**config.mk**
```make
export PLATFORM = sky130hd
export DESIGN_NAME = clkchg_seq
export DESIGN_NICKNAME = d
export VERILOG_FILES = /design/src/rtl/clkchg_pkg.sv /design/src/rtl/clkchg_regs.sv /design/src/rtl/clkchg_fsm.sv /design/src/rtl/clkchg_seq.sv
export SDC_FILE = /design/constraint.sdc
export NUM_CORES = 1
export LEC_CHECK = 0
export CAP_MARGIN = 20
export CORE_MARGIN = 3
export CORE_UTILIZATION = 40
export DETAILED_ROUTE_END_ITERATION = 10
export PLACE_DENSITY_LB_ADDON = 0.15
export SLEW_MARGIN = 25
export SYNTH_ARGS = -nofsm -noshare
export SYNTH_HDL_FRONTEND = slang
export SYNTH_SLANG_ARGS = --single-unit
```
**constraint.sdc**
```tcl
create_clock -name clk -period 3.7 [get_ports clk]
set_input_delay 0.74 -clock clk [delete_from_list [all_inputs] [get_ports clk]]
set_output_delay 0.74 -clock clk [all_outputs]
set_load 0.005 [all_outputs]
```
**src/rtl/clkchg_pkg.sv**
```systemverilog
package clkchg_pkg;

    typedef enum logic [2:0] {
        ST_IDLE   = 3'd0,
        ST_FREEZE = 3'd1,
        ST_ACT    = 3'd2,
        ST_ABT    = 3'd3,
        ST_DABT   = 3'd4,
        ST_DACT   = 3'd5,
        ST_PST    = 3'd6
    } seq_state_e;

    localparam int unsigned RATE_W = 2;

    typedef enum logic [RATE_W-1:0] {
        RATE_FULL = 2'd0,
        RATE_HALF = 2'd1,
        RATE_SLOW = 2'd2
    } rate_e;

    // control bit positions decoded by the register block
    localparam int unsigned BIT_FULL = 0;
    localparam int unsigned BIT_HALF = 1;
    localparam int unsigned BIT_SLOW = 5;
    localparam int unsigned NUM_RATES = 3;

    // register indices
    localparam int unsigned ADR_CTRL = 0;
    localparam int unsigned ADR_ACT  = 1;
    localparam int unsigned ADR_ABT  = 2;
    localparam int unsigned ADR_DABT = 3;
    localparam int unsigned ADR_DACT = 4;
    localparam int unsigned ADR_PST  = 5;

endpackage

```
**src/rtl/clkchg_regs.sv**
```systemverilog
module clkchg_regs
    import clkchg_pkg::*;
#(
    parameter int unsigned ADDR_W = 3,
    parameter int unsigned DATA_W = 32,
    parameter int unsigned ACT_W  = 8,
    parameter int unsigned ABT_W  = 16,
    parameter int unsigned DABT_W = 8,
    parameter int unsigned DACT_W = 8,
    parameter int unsigned PST_W  = 32
) (
    input  logic              clk,
    input  logic              rst_n,
    input  logic              we_i,
    input  logic [ADDR_W-1:0] addr_i,
    input  logic [DATA_W-1:0] wdata_i,
    input  logic              busy_i,
    output logic [ACT_W-1:0]  act_o,
    output logic [ABT_W-1:0]  abt_o,
    output logic [DABT_W-1:0] dabt_o,
    output logic [DACT_W-1:0] dact_o,
    output logic [PST_W-1:0]  pst_o,
    output logic              trig_o,
    output rate_e             trig_rate_o
);

    typedef struct packed {
        logic [NUM_RATES-1:0] ctrl;
        logic [ACT_W-1:0]     act;
        logic [ABT_W-1:0]     abt;
        logic [DABT_W-1:0]    dabt;
        logic [DACT_W-1:0]    dact;
        logic [PST_W-1:0]     pst;
    } regs_t;

    regs_t reg_d, reg_q;
    logic [NUM_RATES-1:0] rate_bits;
    logic [NUM_RATES-1:0] rise;
    logic                 ctrl_wr;

    // only the three rate bits are kept; reserved positions fall away here
    assign rate_bits = {wdata_i[BIT_SLOW], wdata_i[BIT_HALF], wdata_i[BIT_FULL]};
    assign ctrl_wr   = we_i && (addr_i == ADDR_W'(ADR_CTRL));
    assign rise      = rate_bits & ~reg_q.ctrl;

    always_comb begin
        reg_d       = reg_q;
        trig_o      = 1'b0;
        trig_rate_o = RATE_FULL;
        if (we_i) begin
            case (addr_i)
                ADDR_W'(ADR_CTRL): reg_d.ctrl = rate_bits;
                ADDR_W'(ADR_ACT):  reg_d.act  = wdata_i[ACT_W-1:0];
                ADDR_W'(ADR_ABT):  reg_d.abt  = wdata_i[ABT_W-1:0];
                ADDR_W'(ADR_DABT): reg_d.dabt = wdata_i[DABT_W-1:0];
                ADDR_W'(ADR_DACT): reg_d.dact = wdata_i[DACT_W-1:0];
                ADDR_W'(ADR_PST):  reg_d.pst  = wdata_i[PST_W-1:0];
                default: ;
            endcase
        end
        if (ctrl_wr && !busy_i && $onehot(rate_bits) && (rise != '0)) begin
            trig_o = 1'b1;
        end
        if (rate_bits[2])      trig_rate_o = RATE_SLOW;
        else if (rate_bits[1]) trig_rate_o = RATE_HALF;
        else                   trig_rate_o = RATE_FULL;
    end

    always_ff @(posedge clk) begin
        if (!rst_n) begin
            reg_q <= '0;
        end else begin
            reg_q <= reg_d;
        end
    end

    assign act_o  = reg_q.act;
    assign abt_o  = reg_q.abt;
    assign dabt_o = reg_q.dabt;
    assign dact_o = reg_q.dact;
    assign pst_o  = reg_q.pst;

    // no start request is passed on while a sequence runs
    a_r11_no_trig_busy: assert property (@(posedge clk) disable iff (!rst_n)
        busy_i |-> !trig_o);

    // a start needs exactly one rate bit set in the written value
    a_r3_onehot_start: assert property (@(posedge clk) disable iff (!rst_n)
        trig_o |-> ($countones({wdata_i[BIT_SLOW], wdata_i[BIT_HALF], wdata_i[BIT_FULL]}) == 1));

    // a start needs a written rate bit that was clear before
    a_r3_edge_start: assert property (@(posedge clk) disable iff (!rst_n)
        trig_o |=> (reg_q.ctrl != $past(reg_q.ctrl)));

endmodule

```
**src/rtl/clkchg_fsm.sv**
```systemverilog
module clkchg_fsm
    import clkchg_pkg::*;
#(
    parameter int unsigned ACT_W  = 8,
    parameter int unsigned ABT_W  = 16,
    parameter int unsigned DABT_W = 8,
    parameter int unsigned DACT_W = 8,
    parameter int unsigned PST_W  = 32,
    parameter int unsigned CHG_N  = 3
) (
    input  logic              clk,
    input  logic              rst_n,
    input  logic              trig_i,
    input  rate_e             trig_rate_i,
    input  logic              ack_i,
    input  logic [ACT_W-1:0]  act_i,
    input  logic [ABT_W-1:0]  abt_i,
    input  logic [DABT_W-1:0] dabt_i,
    input  logic [DACT_W-1:0] dact_i,
    input  logic [PST_W-1:0]  pst_i,
    output logic              freeze_n_o,
    output logic [CHG_N-1:0]  chg_n_o,
    output logic              bypass_o,
    output logic              busy_o,
    output rate_e             rate_o
);

    localparam int unsigned W1    = (ACT_W > ABT_W) ? ACT_W : ABT_W;
    localparam int unsigned W2    = (DABT_W > DACT_W) ? DABT_W : DACT_W;
    localparam int unsigned W3    = (W1 > W2) ? W1 : W2;
    localparam int unsigned CNT_W = (W3 > PST_W) ? W3 : PST_W;

    typedef struct packed {
        seq_state_e       state;
        logic [CNT_W-1:0] cnt;
        rate_e            rate;
    } fsm_t;

    fsm_t fsm_d, fsm_q;
    logic cnt_done;
    logic chg_active;

    assign cnt_done = (fsm_q.cnt == '0);

    always_comb begin
        fsm_d = fsm_q;
        case (fsm_q.state)
            ST_IDLE: begin
                if (trig_i) begin
                    fsm_d.state = ST_FREEZE;
                    fsm_d.rate  = trig_rate_i;
                end
            end
            ST_FREEZE: begin
                if (ack_i) begin
                    fsm_d.state = ST_ACT;
                    fsm_d.cnt   = CNT_W'(act_i);
                end
            end
            ST_ACT: begin
                if (cnt_done) begin
                    fsm_d.state = ST_ABT;
                    fsm_d.cnt   = CNT_W'(abt_i);
                end else begin
                    fsm_d.cnt = fsm_q.cnt - 1'b1;
                end
            end
            ST_ABT: begin
                if (cnt_done) begin
                    fsm_d.state = ST_DABT;
                    fsm_d.cnt   = CNT_W'(dabt_i);
                end else begin
                    fsm_d.cnt = fsm_q.cnt - 1'b1;
                end
            end
            ST_DABT: begin
                if (cnt_done) begin
                    fsm_d.state = ST_DACT;
                    fsm_d.cnt   = CNT_W'(dact_i);
                end else begin
                    fsm_d.cnt = fsm_q.cnt - 1'b1;
                end
            end
            ST_DACT: begin
                if (cnt_done) begin
                    fsm_d.state = ST_PST;
                    fsm_d.cnt   = CNT_W'(pst_i);
                end else begin
                    fsm_d.cnt = fsm_q.cnt - 1'b1;
                end
            end
            ST_PST: begin
                if (cnt_done) begin
                    fsm_d.state = ST_IDLE;
                end else begin
                    fsm_d.cnt = fsm_q.cnt - 1'b1;
                end
            end
            default: fsm_d.state = ST_IDLE;
        endcase
    end

    always_ff @(posedge clk) begin
        if (!rst_n) begin
            fsm_q <= '{state: ST_IDLE, cnt: '0, rate: RATE_FULL};
        end else begin
            fsm_q <= fsm_d;
        end
    end

    assign chg_active = (fsm_q.state == ST_ABT) || (fsm_q.state == ST_DABT) ||
                        (fsm_q.state == ST_DACT);
    assign freeze_n_o = (fsm_q.state == ST_IDLE);
    assign busy_o     = (fsm_q.state != ST_IDLE);
    assign bypass_o   = (fsm_q.state == ST_DABT);
    assign rate_o     = fsm_q.rate;

    for (genvar g = 0; g < CHG_N; g++) begin : g_chg
        assign chg_n_o[g] = !chg_active;
    end

    // an accepted start freezes on the next edge
    a_r4_start_freeze: assert property (@(posedge clk) disable iff (!rst_n)
        (trig_i && !busy_o) |=> (!freeze_n_o && busy_o));

    // without acknowledge the freeze phase holds
    a_r5_wait_ack: assert property (@(posedge clk) disable iff (!rst_n)
        (fsm_q.state == ST_FREEZE && !ack_i) |=> (fsm_q.state == ST_FREEZE && chg_n_o == '1));

    // latched rate does not move during a sequence
    a_r11_rate_hold: assert property (@(posedge clk) disable iff (!rst_n)
        (busy_o && fsm_q.state != ST_IDLE) |=> $stable(rate_o));

    // bypass only rises while the change lines are already low
    a_r12_bypass_in_chg: assert property (@(posedge clk) disable iff (!rst_n)
        $rose(bypass_o) |-> ($past(chg_n_o) == '0));

    // freeze releases only after change lines and bypass are released
    a_r10_freeze_last: assert property (@(posedge clk) disable iff (!rst_n)
        $rose(freeze_n_o) |-> ($past(chg_n_o) == '1 && !$past(bypass_o)));

    // change lines drop only once freeze is already low
    a_r12_chg_in_freeze: assert property (@(posedge clk) disable iff (!rst_n)
        $fell(chg_n_o[0]) |-> !$past(freeze_n_o));

endmodule

```
**src/rtl/clkchg_seq.sv**
```systemverilog
module clkchg_seq
    import clkchg_pkg::*;
#(
    parameter int unsigned ADDR_W = 3,
    parameter int unsigned DATA_W = 32,
    parameter int unsigned ACT_W  = 8,
    parameter int unsigned ABT_W  = 16,
    parameter int unsigned DABT_W = 8,
    parameter int unsigned DACT_W = 8,
    parameter int unsigned PST_W  = 32,
    parameter int unsigned CHG_N  = 3
) (
    input  logic              clk,
    input  logic              rst_n,
    input  logic              cfg_we,
    input  logic [ADDR_W-1:0] cfg_addr,
    input  logic [DATA_W-1:0] cfg_wdata,
    input  logic              freeze_ack,
    output logic              freeze_n,
    output logic [CHG_N-1:0]  clk_chg_n,
    output logic              pll_bypass,
    output logic              busy,
    output logic [RATE_W-1:0] rate_sel
);

    logic [ACT_W-1:0]  act;
    logic [ABT_W-1:0]  abt;
    logic [DABT_W-1:0] dabt;
    logic [DACT_W-1:0] dact;
    logic [PST_W-1:0]  pst;
    logic              trig;
    rate_e             trig_rate;
    rate_e             rate;

    clkchg_regs #(
        .ADDR_W(ADDR_W), .DATA_W(DATA_W), .ACT_W(ACT_W), .ABT_W(ABT_W),
        .DABT_W(DABT_W), .DACT_W(DACT_W), .PST_W(PST_W)
    ) i_regs (
        .clk(clk), .rst_n(rst_n), .we_i(cfg_we), .addr_i(cfg_addr),
        .wdata_i(cfg_wdata), .busy_i(busy), .act_o(act), .abt_o(abt),
        .dabt_o(dabt), .dact_o(dact), .pst_o(pst), .trig_o(trig),
        .trig_rate_o(trig_rate)
    );

    clkchg_fsm #(
        .ACT_W(ACT_W), .ABT_W(ABT_W), .DABT_W(DABT_W), .DACT_W(DACT_W),
        .PST_W(PST_W), .CHG_N(CHG_N)
    ) i_fsm (
        .clk(clk), .rst_n(rst_n), .trig_i(trig), .trig_rate_i(trig_rate),
        .ack_i(freeze_ack), .act_i(act), .abt_i(abt), .dabt_i(dabt),
        .dact_i(dact), .pst_i(pst), .freeze_n_o(freeze_n),
        .chg_n_o(clk_chg_n), .bypass_o(pll_bypass), .busy_o(busy),
        .rate_o(rate)
    );

    assign rate_sel = rate;

endmodule

```
[Yosys cells after proc, flatten, opt, wreduce, memory -nomap -nowiden]
Cells that the tools add are included.
Storage, ports and cells
  logic and storage cells: 74
  register bits: 112
  output and inout port bits: 8
Operators by class
  reduce and logical (&&, ||, !) cells: 23
  muxes and demuxes: 17
  bitwise logic cells: 2
  add/subtract/negate cells: 3
  eq/ne operators: 20
Operators by type and width (count)
  $pmux 32 s6: 1
  $mux 32: 5
  $mux 35: 1
  $logic_not 32->1: 1
  $sub 32x1->32 const B: 1
  $pmux 3 s7: 1
  $mux 3: 6
  $eq 3x3->1 const B: 5
  $reduce_and 2->1: 7
  $eq 3x2->1 const B: 4
  $ne 2x1->1 const B: 6
  $reduce_and 7->1: 1
  $eq 3x1->1 const B: 2
  $logic_not 3->1: 2
  $reduce_bool 3->1: 2
  $reduce_bool 6->1: 1
  $logic_and 1x1->1: 4
  $ne 2x2->1 const B: 2
  $and 3x3->3: 1
  $not 3->3: 1
  $reduce_and 3->1: 1
  $add 1x1->2: 1
  $add 2x1->2: 1
  $eq 2x1->1 const B: 1
  other kinds (4): 7

[Logic depth before layout (Yosys ltp)]
  word-level depth: 8
  depth in mapped cells: 10

[By module]
From an unflattened synthesis, not the netlist that was laid out.
Second synthesis, totals
  cell total of the unflattened synthesis: 754
  area, all modules: 6361.1 um^2
By module, submodules not included
  clkchg_regs: area an instance 3505.9 um^2, seq. area each 1501.4 um^2, cells each 367, instances 1
  clkchg_fsm: area an instance 2855.2 um^2, seq. area each 740.7 um^2, cells each 387, instances 1

[Worst setup path before layout]
OpenSTA, ideal clock, no wires.
  path type: input port to flip-flop
  start: input port cfg_wdata[5]
  end: register i_fsm.fsm_q (netlist bit i_fsm.rate_o[1])
  required time: 3.572 ns
  setup slack: 1.466 ns
  stages: 7
  arrival time: 2.107 ns
  buffers on the path: 1
  library setup time: 0.128 ns
  path through: clkbuf_1 inv_1 fa_1 nand4b_1 nor2_1 mux2i_1 nor2_1
On the way
  word-level cells in the longest chain between the ends: 6
  elaborated cells on any way between the ends: 9
  those cells by class: add/sub: 1; eq/ne: 1; mux: 2; bitwise: 1; reduce/logical: 4
RTL lines
  from (decl): RTL line clkchg_seq.sv:17  | input logic [DATA_W-1:0] cfg_wdata,
  $add 2x1->2 (not written as such): RTL line clkchg_regs.sv:61  | if (ctrl_wr && !busy_i && $onehot(rate_bits) && (rise != '0)) begin
  $eq 2x1->1: RTL line clkchg_regs.sv:61
  $logic_and 1x1->1 (2 in a row): RTL line clkchg_regs.sv:61
  $mux 1: RTL line clkchg_regs.sv:61
  $reduce_and 2->1 (no line)
  to (signal assigned): RTL line clkchg_fsm.sv:105  | fsm_q <= '{state: ST_IDLE, cnt: '0, rate: RATE_FULL};
  to (signal assigned): RTL line clkchg_fsm.sv:107  | fsm_q <= fsm_d;
  to (decl): RTL line clkchg_fsm.sv:39  | fsm_t fsm_d, fsm_q;
Several ways; a longest one is shown, not always the timed one.
A chain may end at the register's enable or synchronous reset.

[Worst setup path in the final report]
  start: register i_fsm.fsm_q[35] in the netlist's numbering
  end: output port clk_chg_n[1]
On the way
  word-level cells in the longest chain between the ends: 4
  elaborated cells on any way between the ends: 6
  those cells by class: eq/ne: 3; reduce/logical: 3
RTL lines
  $eq 3x2->1 or $eq 3x3->1 (tied branches): RTL line clkchg_fsm.sv:111  | assign chg_active = (fsm_q.state == ST_ABT) || (fsm_q.state == ST_DABT) ||
  $logic_or 1x1->1: RTL line clkchg_fsm.sv:111
  $logic_or 1x1->1 (*): RTL line clkchg_fsm.sv:111
  $logic_not 1->1 (*): RTL line clkchg_fsm.sv:119  | assign chg_n_o[g] = !chg_active;
  to (decl): RTL line clkchg_seq.sv:20  | output logic [CHG_N-1:0] clk_chg_n,
Mark *: on every way between the ends. The rest lies on a longest branch, timed or not.

==> summary by stage <==
Finish
The top cell types in the final layout, fill and taps aside, are 183 x sky130_fd_sc_hd__nand2_1, 112 x sky130_fd_sc_hd__dfxtp_1, 101 x sky130_fd_sc_hd__a21oi_1, 46 x sky130_fd_sc_hd__clkdlybuf4s50_1, 44 x sky130_fd_sc_hd__nor2_1. The layout overhead on the synthesized area is 15.9%. The share of post-route cells with drive strength above 1 is 0.0768. The number of antenna diodes in the final layout is 0. The number of nets in the layout is 830. The library cell used most frequently in the layout, excluding fill and tap cells, is sky130_fd_sc_hd__nand2_1.

Worst setup path
For the worst flop-to-flop path, the logic depth is 6. The arrival time at the worst endpoint is 2.11 ns. The maximum fanout along the worst path is 16. The destination of the worst register-to-register timing path is i_fsm.fsm_q[28]. The type of the worst setup path is flip-flop to output port. The slack of the worst reg-to-reg path is 0.91 ns. The kind of start point of the critical path is a flip-flop. The reg-to-reg critical path startpoint is i_fsm.fsm_q[4]. The nature of the critical path endpoint is an output port. At the worst endpoint, the required time is 2.96 ns.

Job
Across the run, the number of max-cap violations was 0.

Yosys
Synthesis instantiated 70 different standard cells from the library. Synthesis inferred 112 register bits. The number of enable flip-flop cells after synthesis is 0. The number of instances in the synthesized netlist is 762. The synthesized netlist net count is 803. The count of yosys warnings during synthesis is 0. The proportion of register bits with asynchronous set or reset after synthesis is 0. The prevailing post-synth register cell is sky130_fd_sc_hd__dfxtp_1.

The post-synthesis instance area is 5760 um2. The average footprint of a synthesized cell is 7.56 um2. Of the synthesized area, sequential elements account for 0.389.

STA
The max-slew violation count came to 0. The measured slew at the worst slew-check pin is 0.781 ns. The ratio of final minimum period to clock period is 0.771. In this run the tightest slew margin relative to its limit is 0.475. The worst hold margin is 0.456 ns. Setup repair after global routing left no endpoint under its margin. The highest clock frequency the design can meet is 351 MHz. The number of hold violations in the final report was 0. The largest clock skew in the final design is 0.0109 ns. The number of failing setup endpoints in the final timing report is 0. The accumulated negative setup slack is 0 ns.

The clock period could shrink to 2.85 ns.

Drt
The wire length after detailed routing is 17600 um. For this run, design rule violations remaining after detail routing come to 0. The first routing iteration left 481 violations. The first detailed-routing pass ran for 7 iterations.

Dividing the detail-routed wire length by the instance count gives 18.0 um. The detail route stage leaves a number of antenna-violating nets equal to 0. The total number of vias is 5671.

Dividing the detail-routed via count by the number of cells gives 5.82.

Clocking
The clock drives 112 sinks. The number of setup buffers added after CTS is 0. The clock slew at the register clock pins of the worst setup and hold paths is 0.08 ns. The CTS tree is done. In this run, post-CTS repair resized a total of 0 instances. The quantity of hold-fixing buffers added after cts is 0. The root buffer cell is sky130_fd_sc_hd__clkbuf_16.

The H-tree was split into 3 levels. The clock passes through at most 2 buffers. The source-to-sink clock delay at the later pin of the worst-skew pair is 0.37 ns. In this run, CTS created clock tree buffers numbering 9.

Pwr
For this design the static power due to leakage is 2.34 nW. The total power per unit cell area is 367 nW/um2. Across the VDD grid, the largest voltage drop is 0.367 mV.

Floorplanning
The total die area is 15900 um2. 47 I/O pins were placed. The initial utilization of the core area, before any placement, comes to 0.412. The height of the chip is 126 um. The total area inside the core boundary comes to 14000 um2. The die extent in x is 126 um. The standard-cell row count is 43.

Worst hold path
The destination of the worst hold path is i_regs.abt_o[6]. The worst hold path begins at i_regs.abt_o[6]. The number of cells traversed by the worst hold path is 2.

The path class of the tightest hold or removal check is flip-flop to flip-flop.

GRT
The number of antenna violations at the first check in global routing is 0. Entering global routing, the biggest net connects 81 pins. After global routing the overflow that remains totals 0. For this run, the total global-route usage over all layers was measured as 0.225. The global-route wire length before repair is 28900 um. The number of global-route vias before repair is 5560.

Placement
During placement, the flow inserted port buffers numbering 46. The post-DP HPWL is 12000 um. The routability-driven placement congestion ratio is 0.949.

Status
The run finished with clean final reports.
routing by layer:
layer,share of wire,GRT usage,vias to the layer above
met5,0,0,-
met4,0.014,0.0625,0
met3,0.070,0.0441,22
met2,0.46,0.366,222
met1,0.46,0.306,2678
li1,-,-,2749
synth_stat cells (4+ instances only):
cell type | instances | area, um2
sky130_fd_sc_hd__nor2b_1 | 8 | 50.1
sky130_fd_sc_hd__a21oi_1 | 101 | 505
sky130_fd_sc_hd__clkbuf_1 | 36 | 135
sky130_fd_sc_hd__o21ai_0 | 29 | 145
sky130_fd_sc_hd__buf_4 | 5 | 37.5
sky130_fd_sc_hd__a211oi_1 | 9 | 67.6
sky130_fd_sc_hd__inv_1 | 15 | 56.3
sky130_fd_sc_hd__a221oi_1 | 6 | 52.6
sky130_fd_sc_hd__xor2_1 | 4 | 35.0
sky130_fd_sc_hd__a22oi_1 | 9 | 67.6
sky130_fd_sc_hd__nand3_1 | 15 | 75.1
sky130_fd_sc_hd__nor3_1 | 27 | 135
sky130_fd_sc_hd__nor3b_1 | 5 | 37.5
sky130_fd_sc_hd__nand2b_1 | 5 | 31.3
sky130_fd_sc_hd__or2_2 | 6 | 37.5
sky130_fd_sc_hd__o22ai_1 | 9 | 56.3
sky130_fd_sc_hd__nand4_1 | 5 | 31.3
sky130_fd_sc_hd__nand3b_1 | 4 | 30.0
sky130_fd_sc_hd__or3_1 | 6 | 37.5
sky130_fd_sc_hd__nor4_1 | 9 | 56.3
sky130_fd_sc_hd__a22o_1 | 4 | 35.0
sky130_fd_sc_hd__a31oi_1 | 8 | 50.1
sky130_fd_sc_hd__nor2_1 | 45 | 169
sky130_fd_sc_hd__o211ai_1 | 6 | 45.0
sky130_fd_sc_hd__nand2_1 | 183 | 687
sky130_fd_sc_hd__mux2i_1 | 15 | 150
sky130_fd_sc_hd__o31a_1 | 4 | 35.0
sky130_fd_sc_hd__dfxtp_1 | 112 | 2240
sky130_fd_sc_hd__buf_2 | 6 | 30.0
sequential cells by signal, indices dropped and copies added (netlist names):
signal and cells:
i_regs.dabt_o 8, i_regs.dact_o 8, i_fsm.rate_o 2, i_fsm.fsm_q 35, i_regs.pst_o 32, i_regs.reg_q 3
i_regs.abt_o 16, i_regs.act_o 8
metrics by stage:
| step | cells | util | cell area [um2] | total power (W) | worst slack (ns) |
|---|---|---|---|---|---|
| after floorplan | 762 | - | 5760 | 0.00142 | 1.47 |
| after global placement | 958 | 0.457 | 6390 | 0.00153 | 0.949 |
| after detailed placement | 958 | 0.457 | 6390 | 0.00153 | 0.894 |
| after CTS | 974 | 0.477 | 6670 | 0.00248 | 0.831 |
| after global routing | 974 | 0.477 | 6680 | 0.00255 | 0.628 |
| final | 974 | 0.477 | 6680 | 0.00245 | 0.848 |
critical path: stages, from the launching register on:
cell	delay (ns)
sky130_fd_sc_hd__dfxtp_1	0.67
sky130_fd_sc_hd__nor2b_1	0.13
sky130_fd_sc_hd__buf_4	0.19
sky130_fd_sc_hd__nor2_1	0.21
sky130_fd_sc_hd__clkdlybuf4s50_1	0.55
layout make-up:
type,instances,area [um2]
Timing Repair Buffer,67,631
Clock buffer,9,225
Multi-Input combinational cell,584,3250
Fill cell,1437,7310
Tap cell,180,225
Sequential cell,112,2240
Inverter,15,56.3
Clock inverter,7,52.6
worst max path at each step:
stage                       to             from
3_3_place_gp   i_fsm.rate_o[0]     cfg_wdata[1]
5_1_grt        i_fsm.fsm_q[33]  i_fsm.fsm_q[30]
4_1_cts           clk_chg_n[1]  i_fsm.fsm_q[35]
6_report          clk_chg_n[1]  i_fsm.fsm_q[35]
3_5_place_dp   i_fsm.rate_o[1]     cfg_wdata[0]
2_1_floorplan  i_fsm.rate_o[1]     cfg_wdata[5]
where the power goes:
| group | internal (W) | total [W] | switching, W |
|---|---|---|---|
| Sequential | 0.00122 | 0.00124 | 0.0000137 |
| Clock | 0.000464 | 0.000943 | 0.000479 |
| Combinational | 0.000108 | 0.000273 | 0.000165 |
cell families after synthesis:
family	after synthesis	share of synthesized area
and+or+nand+nor	346	0.292
AOI/OAI and AO/OA	211	0.221
DFF	112	0.389
buffers and inverters	66	0.0491
muxes	18	0.0319
xor gates and xnor gates	7	0.0106
adders and majority gates	2	0.00564
(Power assumes the default switching activity.)
